<file path="src/rtl/ftl_die_dispatch_pkg.sv">
package ftl_die_dispatch_pkg;

  typedef enum logic [1:0] {
    ST_IDLE  = 2'd0,
    ST_XLATE = 2'd1,
    ST_HOLD  = 2'd2
  } dispState_t;

  typedef struct packed {
    logic lookupReq;
    logic capture;
    logic dispatch;
    logic stall;
  } ctrlStrobes_t;

endpackage

</file>
<file path="src/rtl/ftl_fifo.sv">
module ftl_fifo #(
  parameter int WIDTH = 8,
  parameter int DEPTH = 4,
  localparam int AW = (DEPTH > 1) ? $clog2(DEPTH) : 1,
  localparam int CW = $clog2(DEPTH + 1)
) (
  input  logic             clk,
  input  logic             rstN,
  input  logic             push,
  input  logic [WIDTH-1:0] pushData,
  input  logic             pop,
  output logic [WIDTH-1:0] popData,
  output logic             full,
  output logic             empty,
  output logic [CW-1:0]    count
);

  logic [WIDTH-1:0] mem [DEPTH];
  logic [AW-1:0]    wrPtr;
  logic [AW-1:0]    rdPtr;

  always_ff @(posedge clk or negedge rstN) begin
    if (!rstN) begin
      wrPtr <= '0;
      rdPtr <= '0;
      count <= '0;
    end else begin
      if (push) wrPtr <= (wrPtr == AW'(DEPTH - 1)) ? '0 : wrPtr + AW'(1);
      if (pop)  rdPtr <= (rdPtr == AW'(DEPTH - 1)) ? '0 : rdPtr + AW'(1);
      count <= count + CW'(push) - CW'(pop);
    end
  end

  always_ff @(posedge clk) begin
    if (push) mem[wrPtr] <= pushData;
  end

  assign popData = mem[rdPtr];
  assign full    = (count == CW'(DEPTH));
  assign empty   = (count == '0);


  no_overflow_chk: assert property (@(posedge clk) disable iff (!rstN) push |-> !full)
    else $error("push into full queue");


  no_underflow_chk: assert property (@(posedge clk) disable iff (!rstN) pop |-> !empty)
    else $error("pop from empty queue");

endmodule

</file>
<file path="src/rtl/ftl_dispatch_ctrl.sv">
module ftl_dispatch_ctrl
  import ftl_die_dispatch_pkg::*;
#(
  parameter int XLAT_LAT = 3,
  localparam int LCW = $clog2(XLAT_LAT + 1)
) (
  input  logic         clk,
  input  logic         rstN,
  input  logic         headValid,
  input  logic         targetFull,
  output ctrlStrobes_t strobes
);

  dispState_t     state;
  dispState_t     nextState;
  logic [LCW-1:0] latCnt;

  always_comb begin
    strobes   = '0;
    nextState = state;
    unique case (state)
      ST_IDLE: begin
        if (headValid) begin
          strobes.lookupReq = 1'b1;
          nextState         = ST_XLATE;
        end
      end
      ST_XLATE: begin
        if (latCnt == LCW'(XLAT_LAT)) begin
          strobes.capture = 1'b1;
          nextState       = ST_HOLD;
        end
      end
      ST_HOLD: begin
        if (!targetFull) begin
          strobes.dispatch = 1'b1;
          nextState        = ST_IDLE;
        end else begin
          strobes.stall = 1'b1;
        end
      end
      default: nextState = ST_IDLE;
    endcase
  end

  always_ff @(posedge clk or negedge rstN) begin
    if (!rstN) begin
      state  <= ST_IDLE;
      latCnt <= '0;
    end else begin
      state <= nextState;
      if (strobes.lookupReq)      latCnt <= LCW'(1);
      else if (state == ST_XLATE) latCnt <= latCnt + LCW'(1);
    end
  end


  single_lookup_chk: assert property (@(posedge clk) disable iff (!rstN)
    strobes.lookupReq |=> !strobes.lookupReq)
    else $error("lookup issued twice in a row");

endmodule

</file>
<file path="src/rtl/ftl_dispatch_dp.sv">
module ftl_dispatch_dp
  import ftl_die_dispatch_pkg::*;
#(
  parameter int NUM_DIES = 4,
  parameter int MQ_DEPTH = 4,
  parameter int DQ_DEPTH = 8,
  parameter int LPA_W    = 8,
  parameter int PAGE_W   = 8,
  parameter int STALL_W  = 16,
  localparam int DIE_W = $clog2(NUM_DIES),
  localparam int MQ_CW = $clog2(MQ_DEPTH + 1),
  localparam int DQ_CW = $clog2(DQ_DEPTH + 1)
) (
  input  logic                       clk,
  input  logic                       rstN,
  input  ctrlStrobes_t               strobes,
  output logic                       headValid,
  output logic                       targetFull,
  input  logic                       inValid,
  output logic                       inReady,
  input  logic [LPA_W-1:0]           inLpa,
  input  logic                       inWrite,
  output logic [LPA_W-1:0]           lookupLpa,
  input  logic [DIE_W-1:0]           lookupDie,
  input  logic [PAGE_W-1:0]          lookupPage,
  output logic [NUM_DIES-1:0]        dieValid,
  input  logic [NUM_DIES-1:0]        dieReady,
  output logic [NUM_DIES*PAGE_W-1:0] diePage,
  output logic [NUM_DIES-1:0]        dieWrite,
  output logic [MQ_CW-1:0]           mqCount,
  output logic                       mqFull,
  output logic                       mqEmpty,
  output logic [NUM_DIES*DQ_CW-1:0]  dqCount,
  output logic [NUM_DIES-1:0]        dqFull,
  output logic [NUM_DIES-1:0]        dqEmpty,
  output logic [STALL_W-1:0]         stallCount
);

  logic [LPA_W:0]   mqHead;
  logic             mqPush;
  logic [DIE_W-1:0] curDie;
  logic [PAGE_W-1:0] curPage;
  logic             curWrite;
  logic [PAGE_W:0]  dqHead [NUM_DIES];

  assign inReady = !mqFull;
  assign mqPush  = inValid && !mqFull;

  ftl_fifo #(.WIDTH(LPA_W + 1), .DEPTH(MQ_DEPTH)) masterQ (
    .clk      (clk),
    .rstN     (rstN),
    .push     (mqPush),
    .pushData ({inWrite, inLpa}),
    .pop      (strobes.dispatch),
    .popData  (mqHead),
    .full     (mqFull),
    .empty    (mqEmpty),
    .count    (mqCount)
  );

  assign headValid = !mqEmpty;
  assign lookupLpa = mqHead[LPA_W-1:0];

  always_ff @(posedge clk or negedge rstN) begin
    if (!rstN) begin
      curDie   <= '0;
      curPage  <= '0;
      curWrite <= 1'b0;
    end else if (strobes.capture) begin
      curDie   <= lookupDie;
      curPage  <= lookupPage;
      curWrite <= mqHead[LPA_W];
    end
  end

  assign targetFull = dqFull[curDie];

  for (genvar g = 0; g < NUM_DIES; g++) begin : gDie
    logic dqPush;
    logic dqPop;
    assign dqPush = strobes.dispatch && (curDie == DIE_W'(g));
    assign dqPop  = dieReady[g] && !dqEmpty[g];

    ftl_fifo #(.WIDTH(PAGE_W + 1), .DEPTH(DQ_DEPTH)) dieQ (
      .clk      (clk),
      .rstN     (rstN),
      .push     (dqPush),
      .pushData ({curWrite, curPage}),
      .pop      (dqPop),
      .popData  (dqHead[g]),
      .full     (dqFull[g]),
      .empty    (dqEmpty[g]),
      .count    (dqCount[g*DQ_CW +: DQ_CW])
    );

    assign dieValid[g]                 = !dqEmpty[g];
    assign diePage[g*PAGE_W +: PAGE_W] = dqHead[g][PAGE_W-1:0];
    assign dieWrite[g]                 = dqHead[g][PAGE_W];
  end

  always_ff @(posedge clk or negedge rstN) begin
    if (!rstN)              stallCount <= '0;
    else if (strobes.stall) stallCount <= stallCount + STALL_W'(1);
  end


  hold_order_chk: assert property (@(posedge clk) disable iff (!rstN)
    !strobes.dispatch |=> mqCount >= $past(mqCount))
    else $error("master queue shrank without a dispatch");


  stall_count_chk: assert property (@(posedge clk) disable iff (!rstN)
    !strobes.stall |=> $stable(stallCount))
    else $error("stall counter moved without a stall");

endmodule

</file>
<file path="src/rtl/ftl_die_dispatch.sv">
module ftl_die_dispatch
  import ftl_die_dispatch_pkg::*;
#(
  parameter int NUM_DIES = 4,
  parameter int MQ_DEPTH = 4,
  parameter int DQ_DEPTH = 8,
  parameter int LPA_W    = 8,
  parameter int PAGE_W   = 8,
  parameter int XLAT_LAT = 3,
  parameter int STALL_W  = 16,
  localparam int DIE_W = $clog2(NUM_DIES),
  localparam int MQ_CW = $clog2(MQ_DEPTH + 1),
  localparam int DQ_CW = $clog2(DQ_DEPTH + 1)
) (
  input  logic                       clk,
  input  logic                       rstN,
  input  logic                       inValid,
  output logic                       inReady,
  input  logic [LPA_W-1:0]           inLpa,
  input  logic                       inWrite,
  output logic                       lookupReq,
  output logic [LPA_W-1:0]           lookupLpa,
  input  logic [DIE_W-1:0]           lookupDie,
  input  logic [PAGE_W-1:0]          lookupPage,
  output logic [NUM_DIES-1:0]        dieValid,
  input  logic [NUM_DIES-1:0]        dieReady,
  output logic [NUM_DIES*PAGE_W-1:0] diePage,
  output logic [NUM_DIES-1:0]        dieWrite,
  output logic [MQ_CW-1:0]           mqCount,
  output logic                       mqFull,
  output logic                       mqEmpty,
  output logic [NUM_DIES*DQ_CW-1:0]  dqCount,
  output logic [NUM_DIES-1:0]        dqFull,
  output logic [NUM_DIES-1:0]        dqEmpty,
  output logic [STALL_W-1:0]         stallCount
);

  ctrlStrobes_t strobes;
  logic         headValid;
  logic         targetFull;

  ftl_dispatch_ctrl #(.XLAT_LAT(XLAT_LAT)) ctrl (
    .clk        (clk),
    .rstN       (rstN),
    .headValid  (headValid),
    .targetFull (targetFull),
    .strobes    (strobes)
  );

  ftl_dispatch_dp #(
    .NUM_DIES (NUM_DIES),
    .MQ_DEPTH (MQ_DEPTH),
    .DQ_DEPTH (DQ_DEPTH),
    .LPA_W    (LPA_W),
    .PAGE_W   (PAGE_W),
    .STALL_W  (STALL_W)
  ) dp (
    .clk        (clk),
    .rstN       (rstN),
    .strobes    (strobes),
    .headValid  (headValid),
    .targetFull (targetFull),
    .inValid    (inValid),
    .inReady    (inReady),
    .inLpa      (inLpa),
    .inWrite    (inWrite),
    .lookupLpa  (lookupLpa),
    .lookupDie  (lookupDie),
    .lookupPage (lookupPage),
    .dieValid   (dieValid),
    .dieReady   (dieReady),
    .diePage    (diePage),
    .dieWrite   (dieWrite),
    .mqCount    (mqCount),
    .mqFull     (mqFull),
    .mqEmpty    (mqEmpty),
    .dqCount    (dqCount),
    .dqFull     (dqFull),
    .dqEmpty    (dqEmpty),
    .stallCount (stallCount)
  );

  assign lookupReq = strobes.lookupReq;

endmodule

</file>
<file path="config.mk">
export PLATFORM = sky130hd
export DESIGN_NAME = ftl_die_dispatch
export DESIGN_NICKNAME = d
export VERILOG_FILES = /design/src/rtl/ftl_die_dispatch_pkg.sv /design/src/rtl/ftl_fifo.sv /design/src/rtl/ftl_dispatch_ctrl.sv /design/src/rtl/ftl_dispatch_dp.sv /design/src/rtl/ftl_die_dispatch.sv
export SDC_FILE = /design/constraint.sdc
export NUM_CORES = 1
export LEC_CHECK = 0
export ABC_AREA = 1
export BUFFER_PORTS_ARGS = -buffer_cell sky130_fd_sc_hd__buf_2
export CAP_MARGIN = 10
export CORE_ASPECT_RATIO = 0.9
export CORE_MARGIN = 5
export CORE_UTILIZATION = 55
export DETAILED_ROUTE_END_ITERATION = 10
export GPL_ROUTABILITY_DRIVEN = 0
export PLACE_DENSITY = 0.7
export SLEW_MARGIN = 10
export SYNTH_ARGS = -nofsm -noshare
export SYNTH_HDL_FRONTEND = slang
export SYNTH_SLANG_ARGS = --single-unit
export TNS_END_PERCENT = 5
</file>
<file path="constraint.sdc">
create_clock -name clk -period 4.03 [get_ports clk]
set_input_delay 0.403 -clock clk [delete_from_list [all_inputs] [get_ports clk]]
set_output_delay 0.403 -clock clk [all_outputs]
set_load 0.1 [all_outputs]
</file>
==> results of run 1 <==
==> per-layer routing <==
layer,vias up,wire length [um],GRT usage (%)
met4,0,902,5.74
met1,5434,16700,30.6
met3,63,2560,4.11
met2,349,17400,33.9
li1,5610,-,-
met5,-,0,0
==> critical path: stages (launching register included) <==
cell,delay [ns]
sky130_fd_sc_hd__dfrtp_1,1.11
sky130_fd_sc_hd__o21ai_0,0.25
sky130_fd_sc_hd__o21ai_0,0.27
sky130_fd_sc_hd__nand2_1,0.10
sky130_fd_sc_hd__nand2_1,0.08
sky130_fd_sc_hd__buf_2,0.42
==> kinds of logic after synthesis <==
| group | share of synthesized area, % |
|---|---|
| flip-flops | 67.1 |
| AND/OR/NAND/NOR | 15.4 |
| AO/OA/AOI/OAI | 7.78 |
| buffers and inverters | 4.52 |
| adder cells (fa/ha/maj) | 4.10 |
| XOR/XNOR | 1.06 |
==> layout make-up <==
class                      count  area, um^2
fill                        2422       11500
clock buffer                  65        1200
timing repair buffer         137         733
inverter                     108         405
clock inverter                11        80.1
sequential                   402       11700
tap                          409         512
multi-input combinational   1009        4940
==> synth_stat cells <==
cell / number / area [um^2]
sky130_fd_sc_hd__dfrtp_1: 78 / 1950
sky130_fd_sc_hd__clkbuf_1: 45 / 169
sky130_fd_sc_hd__nand2_1: 280 / 1050
sky130_fd_sc_hd__xor2_1: 6 / 52.6
sky130_fd_sc_hd__nand3_1: 45 / 225
sky130_fd_sc_hd__xnor2_1: 15 / 131
sky130_fd_sc_hd__o21ai_4: 1 / 16.3
sky130_fd_sc_hd__a21oi_1: 4 / 20.0
sky130_fd_sc_hd__fa_1: 5 / 100
sky130_fd_sc_hd__buf_2: 14 / 70.1
sky130_fd_sc_hd__inv_2: 3 / 11.3
sky130_fd_sc_hd__clkinv_1: 5 / 18.8
sky130_fd_sc_hd__o22ai_1: 9 / 56.3
sky130_fd_sc_hd__and2_1: 1 / 6.26
sky130_fd_sc_hd__buf_1: 2 / 7.51
sky130_fd_sc_hd__nor2_8: 2 / 40.0
sky130_fd_sc_hd__buf_4: 18 / 135
sky130_fd_sc_hd__inv_1: 100 / 375
sky130_fd_sc_hd__nand3b_1: 1 / 7.51
sky130_fd_sc_hd__nor3b_1: 3 / 22.5
sky130_fd_sc_hd__or2_2: 1 / 6.26
sky130_fd_sc_hd__o21ai_1: 11 / 55.1
sky130_fd_sc_hd__o21ai_0: 241 / 1210
sky130_fd_sc_hd__nand2_2: 2 / 12.5
sky130_fd_sc_hd__nor2_1: 310 / 1160
sky130_fd_sc_hd__nor2_2: 2 / 12.5
sky130_fd_sc_hd__nand3_2: 2 / 20.0
sky130_fd_sc_hd__nand4_1: 19 / 119
sky130_fd_sc_hd__ha_1: 49 / 613
sky130_fd_sc_hd__edfxtp_1: 324 / 9730
==> state kept, by name, summed over array words and instances (netlist names), 3 cells and up <==
signal,flops
dp.masterQ.mem,36
dp.stallCount,16
dp.gDie.dieQ.rdPtr,12
dp.gDie.dieQ.mem,288
dp.curPage,8
dp.masterQ.count,3
dp.gDie.dieQ.count,16
dp.gDie.dieQ.wrPtr,12
==> through the flow <==
step,hold slack (ns),std cells
after floorplan,0.107,1598
after global placement,0.485,2064
after detailed placement,0.507,2064
after CTS,0.0784,2141
after global routing,0.0870,2141
final,0.0979,2141
==> final timing paths <==
kind | from | slack (ns) | depth (start not counted) | end
setup reg to reg | dp.gDie[3].dieQ.count[2]$_DFF_PN0_ | 1.33 | 13 | dp.masterQ.count[2]$_DFF_PN0_
hold reg to reg | ctrl.latCnt[1]$_DFFE_PN0P_ | 0.52 | 2 | ctrl.latCnt[1]$_DFFE_PN0P_
hold / removal | inLpa[7] | 0.1 | 1 | dp.masterQ.mem[2][7]$_DFFE_PP_
min in group asynchronous | rstN | 0.49 | 2 | dp.stallCount[15]$_DFFE_PN0N_
max in group asynchronous | rstN | 2.71 | 3 | dp.stallCount[3]$_DFFE_PN0N_
setup / recovery | dp.gDie[1].dieQ.rdPtr[1]$_DFFE_PN0P_ | 0.87 | 5 | dieWrite[1]
==> metrics.md, run 1 <==
| Metric | Value |
|---|---|
| Initial antenna violation count | `0` |
| RSZ-0062 raised after global routing | `no` |
| Number of buffers added by the clock tree synthesis step | `41` |
| HPWL Detailed | `23.8 mm` |
| Final #Nets | `1779` |
| Sequential fraction of the synthesis area | `67.1%` |
| Crit end category | `output pin` |
| Measured slew at the worst slew-check pin | `1.20 ns` |
| Remaining global-route overflow | `0` |
| Highest-count cells in the layout ignoring fill and taps | `sky130_fd_sc_hd__edfxtp_1, sky130_fd_sc_hd__nor2_1, sky130_fd_sc_hd__nand2_1, sky130_fd_sc_hd__o21ai_0, sky130_fd_sc_hd__buf_2` |
| Post-route setup TNS | `0 ns` |
| Distinct cells, synth | `30` |
| Routed Wire Length | `37.5 mm` |
| Synth-to-layout area growth | `12.3%` |
| Mean cell area of the mapped netlist | `10.9 um^2` |
| Status | `complete, no violations` |
| Area of the placeable core | `31100 um^2` |
| Die Outline Area | `35300 um^2` |
| Count of H-tree levels built during CTS | `2` |
| Class of the tightest hold or removal check | `in2reg` |
| Clock latency on the worst-skew pair | `0.52 ns` |
| Maximum number of buffers from clock root to sink | `3` |
| Initial Util | `56.0%` |
| Hold Violations, Final | `0` |
| Vertical die dimension | `179 um` |
| Critical path peak fanout | `38` |
| Final core area utilization | `62.9%` |
| Number of remaining DRC errors | `0` |
| Placement row count | `61` |
| Routed length per placed instance | `17.5 um` |
| Fin crit share | `78.4%` |
| Width of the die | `198 um` |
| Reg clk slew, reported paths | `0.06 ns` |
| Final max-slew violation count | `0` |
| Reported max-cap violation count | `0` |
| Count of endpoints failing setup in the final report | `0` |
| Arrival time at the worst endpoint | `2.76 ns` |
| Crit start category | `flip-flop` |
| Clock sinks | `402` |
| Maximum achievable frequency | `0.316 GHz` |
| Net count after synthesis | `1678` |
| Post-cts gate resize count | `0` |
| Total of flip-flops plus latches after synthesis | `402` |
| Vias | `11500` |
| Largest net degree at the start of global routing | `56` |
| Final Cell Area | `19600 um^2` |
| Detailed-route vias per instance | `5.35` |
| Fraction of layout instances using a drive strength above 1 | `11.8%` |
| Worst setup path category | `reg2out` |
| Max-Slew Margin vs Limit | `20.2%` |
| CTS hold repair buffers | `1` |
| Yosys Warn Count | `0` |
| Cells after Synth | `1598` |
| Placement Cell Area | `18300 um^2` |
| Buffers on Ports | `120` |
| Final min period | `3.16 ns` |
| Most common cell after layout, fill and taps aside | `sky130_fd_sc_hd__edfxtp_1` |
| Pre-CTS setup slack | `1.32 ns` |
| Number of setup buffers added after CTS | `0` |
| I/O pin cnt | `121` |
| Violation count after the first detailed-route iteration | `847` |
| Worst Skew | `0.00765 ns` |
| CTS tree | `built` |
| Remaining antenna violation count after routing | `0` |
| Diode insertion count for antenna repair | `0` |
| Clk root buf | `sky130_fd_sc_hd__clkbuf_16` |
| Global-route usage over all layers | `21.3%` |
| Endpoint required time on the critical path | `3.63 ns` |
| Post-synthesis cell area | `17400 um^2` |
| Global-route wire length before repair | `59.5 mm` |
| Final critical-path setup slack | `0.869 ns` |
| Vias in the first global route | `11100` |
| Number of detailed-routing iterations run before antenna repair | `5` |
Power of run 1 is not shown: default switching activity piles up to over one toggle a cycle in this logic, so the estimate is an artifact.
==> inputs of run 2 (changes only) <==
- ABC_AREA: 1 -> 0
- CORE_UTILIZATION: 55 -> 54
- PLACE_DENSITY: 0.7 -> 0.72
- clock period: 4.03 -> 2.54 ns (I/O delays scaled with it)
==> metrics.md, run 2 <==
| Metric | Value |
|---|---|
| Synthesized-area fraction occupied by ao, oa, aoi and oai cells | `1.27% (-6.5 points)` |
| Violation count after the first detailed-route iteration | `538 (-36%)` |
| Area of the placeable core | `30000 um^2 (-3.3%)` |
| Top Registers | `dp.gDie.dieQ.mem x288, dp.masterQ.mem x36` |
| Detailed-route vias per instance | `5.44 (+1.7%)` |
| Flip-flop count of the largest register, all copies and words added | `288 (unchanged)` |
| Remaining antenna violation count after routing | `0 (unchanged)` |
| Reg clk slew, reported paths | `0.06 ns (about the same)` |
| Reported max-cap violation count | `0 (unchanged)` |
| Final min period | `2.48 ns` |
| Routed length per placed instance | `20.5 um (+17%)` |
| Number of buffers added by the clock tree synthesis step | `40 (-2.4%)` |
| Yosys Warn Count | `0 (unchanged)` |
| Routed Wire Length | `31.5 mm (-16%)` |
| Proportion of synthesized flip-flops having asynchronous set or reset | `19.4% (unchanged)` |
| Multiplexer area fraction after synthesis | `15.1% (+15 points)` |
| Arithmetic-cell share of the synthesized area counting full adders, half adders and majority gates | `4.32% (+0.23 points)` |
| Fill cell instance count of the final layout | `2059 (-15%)` |
| Post-synthesis cell area | `16500 um^2 (-5.2%)` |
| Number of detailed-routing iterations run before antenna repair | `4 (-1)` |
| R2R cell count | `13 (unchanged)` |
| Die Outline Area | `34100 um^2 (-3.3%)` |
| Most common library cells after synthesis | `sky130_fd_sc_hd__edfxtp_1, sky130_fd_sc_hd__mux4_2, sky130_fd_sc_hd__dfrtp_1` |
| Status | `complete, no violations` |
| Count of flip-flops with a built-in enable after synthesis | `324 (unchanged)` |
| Width of the die | `194 um (-1.7%)` |
| Launch point of the critical path | `dp.gDie[2].dieQ.rdPtr[0]$_DFFE_PN0P_` |
| Class of the tightest hold or removal check | `in2reg` |
| WL met2 | `16.2 mm (-6.6%)` |
| Max-Slew Margin vs Limit | `25.8% (+5.6 points)` |
| Post-route worst hold slack | `0.144 ns (+0.0458 ns)` |
| Hold Violations, Final | `0 (unchanged)` |
| Highest-count cells in the layout ignoring fill and taps | `sky130_fd_sc_hd__edfxtp_1, sky130_fd_sc_hd__buf_2, sky130_fd_sc_hd__mux4_2, sky130_fd_sc_hd__buf_4, sky130_fd_sc_hd__dfrtp_1` |
| Largest register by flop count | `dp.gDie.dieQ.mem` |
| Main combinational cell family by area after synthesis | `multiplexers` |
| Crit start category | `flip-flop` |
| Clock sinks | `402 (unchanged)` |
| Mean cell area of the mapped netlist | `18.5 um^2 (+70%)` |
| Sequential fraction of the synthesis area | `70.8% (+3.7 points)` |
| Count of endpoints failing setup in the final report | `0 (unchanged)` |
| Largest net degree at the start of global routing | `39 (-30%)` |
| Cells after Synth | `890 (-44%)` |
| Total of flip-flops plus latches after synthesis | `402 (unchanged)` |
| Remaining global-route overflow | `0 (unchanged)` |
| Distinct cells, synth | `40 (+33%)` |
| Critical path peak fanout | `21 (-45%)` |
| Total instance count after detailed placement | `1443 (-30%)` |
| Capture instance of the worst register-to-register path | `dp.masterQ.count[2]$_DFF_PN0_` |
| Post-synthesis xor/xnor area fraction | `1.33% (+0.27 points)` |
| Detailed-routing wirelength on met1 | `13.5 mm (-19%)` |
| Vertical die dimension | `176 um (-1.7%)` |
| Final max-slew violation count | `0 (unchanged)` |
| Critical register-to-register path startpoint | `dp.gDie[1].dieQ.count[2]$_DFF_PN0_` |
| Capturing instance or port of the critical path | `diePage[16]` |
| Vias | `8355 (-27%)` |
| HPWL Detailed | `20.0 mm (-16%)` |
| Most frequent cell after synthesis | `sky130_fd_sc_hd__edfxtp_1` |
| Synth-to-layout area growth | `20.7%` |
| Most common cell after layout, fill and taps aside | `sky130_fd_sc_hd__edfxtp_1` |
| Vias in the first global route | `8815 (-21%)` |
| Final #Nets | `1183 (-34%)` |
| Portion of synthesized cell area occupied by the leading cell type | `59.0% (+3.1 points)` |
| Initial antenna violation count | `0 (unchanged)` |
| Global-route usage over all layers | `18.7% (-2.6 points)` |
| RSZ-0062 raised after global routing | `yes` |
| Arrival time at the worst endpoint | `2.22 ns (-0.54 ns)` |
| Diode insertion count for antenna repair | `0 (unchanged)` |
| Worst setup path category | `reg2out` |
| Worst setup slack for register-to-register paths | `0.07 ns (-1.26 ns)` |
| Topmost layer with routed signal wires | `met4` |
| Most frequently used flop master after synthesis | `sky130_fd_sc_hd__edfxtp_1` |
| Fin crit share | `97.5%` |
| Endpoint required time on the critical path | `2.29 ns (-1.34 ns)` |
| Maximum achievable frequency | `0.404 GHz` |
| Buffers on Ports | `120 (unchanged)` |
| Number of remaining DRC errors | `0 (unchanged)` |
| I/O pin cnt | `121 (unchanged)` |
| Count of H-tree levels built during CTS | `2 (unchanged)` |
| Clk root buf | `sky130_fd_sc_hd__clkbuf_16` |
| Crit end category | `output pin` |
| Measured slew at the worst slew-check pin | `1.11 ns (-0.0839 ns)` |
| Global-route wire length before repair | `50.2 mm (-16%)` |
| Final Instance Count excl. Fillers | `1535 (-28%)` |
| Initial Util | `54.9% (-1.1 points)` |
| Clock latency on the worst-skew pair | `0.52 ns (about the same)` |
| Fraction of layout instances using a drive strength above 1 | `39.5% (+28 points)` |
| Maximum number of buffers from clock root to sink | `3 (unchanged)` |
| Area contributors post-synth | `sky130_fd_sc_hd__edfxtp_1, sky130_fd_sc_hd__dfrtp_1, sky130_fd_sc_hd__mux4_2` |
| Library cell occupying the most area in the post-synthesis netlist | `sky130_fd_sc_hd__edfxtp_1` |
| Placement row count | `60 (-1.6%)` |
| Amount of wire on met3 after detailed routing | `1.34 mm (-48%)` |
| CTS tree | `built` |
| Worst Skew | `0.0137 ns (+0.00606 ns)` |
| Synthesized-area fraction occupied by and/or/nand/nor cells | `4.49% (-11 points)` |
| Net count after synthesis | `970 (-42%)` |
==> run 2: cells by family after synthesis <==
kind of cell | Yosys count
buffers and inverters | 98
XOR/XNOR | 25
adder cells (fa/ha/maj) | 54
multiplexers | 140
AO/OA/AOI/OAI | 29
flip-flops | 402
AND/OR/NAND/NOR | 142
==> run 2: layout make-up <==
type	instances	area [um^2]	share of cell area, %
Inverter	56	218	1.09
Clock inverter	24	310	1.56
Sequential cell	402	11700	58.9
Clock buffer	47	1060	5.32
Multi-Input combinational cell	390	4540	22.8
Tap cell	403	504	2.53
Timing Repair Buffer	213	1550	7.78
==> run 2: worst max-delay path, stage by stage, from the launching register on <==
cell and delay (ns):
sky130_fd_sc_hd__dfrtp_1 0.37, sky130_fd_sc_hd__buf_12 0.21, sky130_fd_sc_hd__mux4_2 0.54, sky130_fd_sc_hd__mux2_2 0.29, sky130_fd_sc_hd__buf_2 0.29
==> run 2: what timing repair did <==
action | 4_1_cts | 5_1_grt
setup buffers | 2 | 0
pin swaps | 3 | 6
hold buffers | 20 | 0
hold endpoints to repair | 82 | 0
resized for setup | 19 | 45
setup endpoints to repair | 30 | 79
==> run 2: worst min-delay path by stage <==
stage,startpoint,to,slack [ns],cells after the start
2_1_floorplan,rstN,ctrl.latCnt[0]$_DFFE_PN0P_,-0.04,0
3_3_place_gp,rstN,dp.stallCount[10]$_DFFE_PN0N_,0.27,1
3_5_place_dp,rstN,dp.stallCount[10]$_DFFE_PN0N_,0.27,1
4_1_cts,dieReady[1],dp.gDie[1].dieQ.rdPtr[0]$_DFFE_PN0P_,0.13,3
5_1_grt,dieReady[1],dp.gDie[1].dieQ.rdPtr[0]$_DFFE_PN0P_,0.17,3
6_report,dieReady[1],dp.gDie[1].dieQ.rdPtr[1]$_DFFE_PN0P_,0.14,4
==> run 2: metrics by stage <==
| stage | cell area (um^2) | setup WS, ns | setup TNS (ns) | util (%) |
|---|---|---|---|---|
| 5_1_grt | 19900 | -0.0850 | -0.135 | 66.3 |
| 6_report | 19900 | 0.0632 | 0 | 66.3 |
| 4_1_cts | 19800 | -0.0586 | -0.0622 | 65.9 |
| 2_1_floorplan | 16600 | -0.346 | -14.84 | - |
| 3_5_place_dp | 18100 | -0.201 | -0.604 | 60.4 |
| 3_3_place_gp | 18100 | -0.0273 | -0.0528 | 60.4 |
==> run 2: metal layers <==
| layer | vias to the layer above | GRT usage, % |
|---|---|---|
| met2 | 161 | 32.3 |
| li1 | 3851 | - |
| met3 | 41 | 3.39 |
| met1 | 4302 | 25.5 |
| met5 | - | 0 |
| met4 | 0 | 3.49 |
Power of run 2 is left out for the same reason.
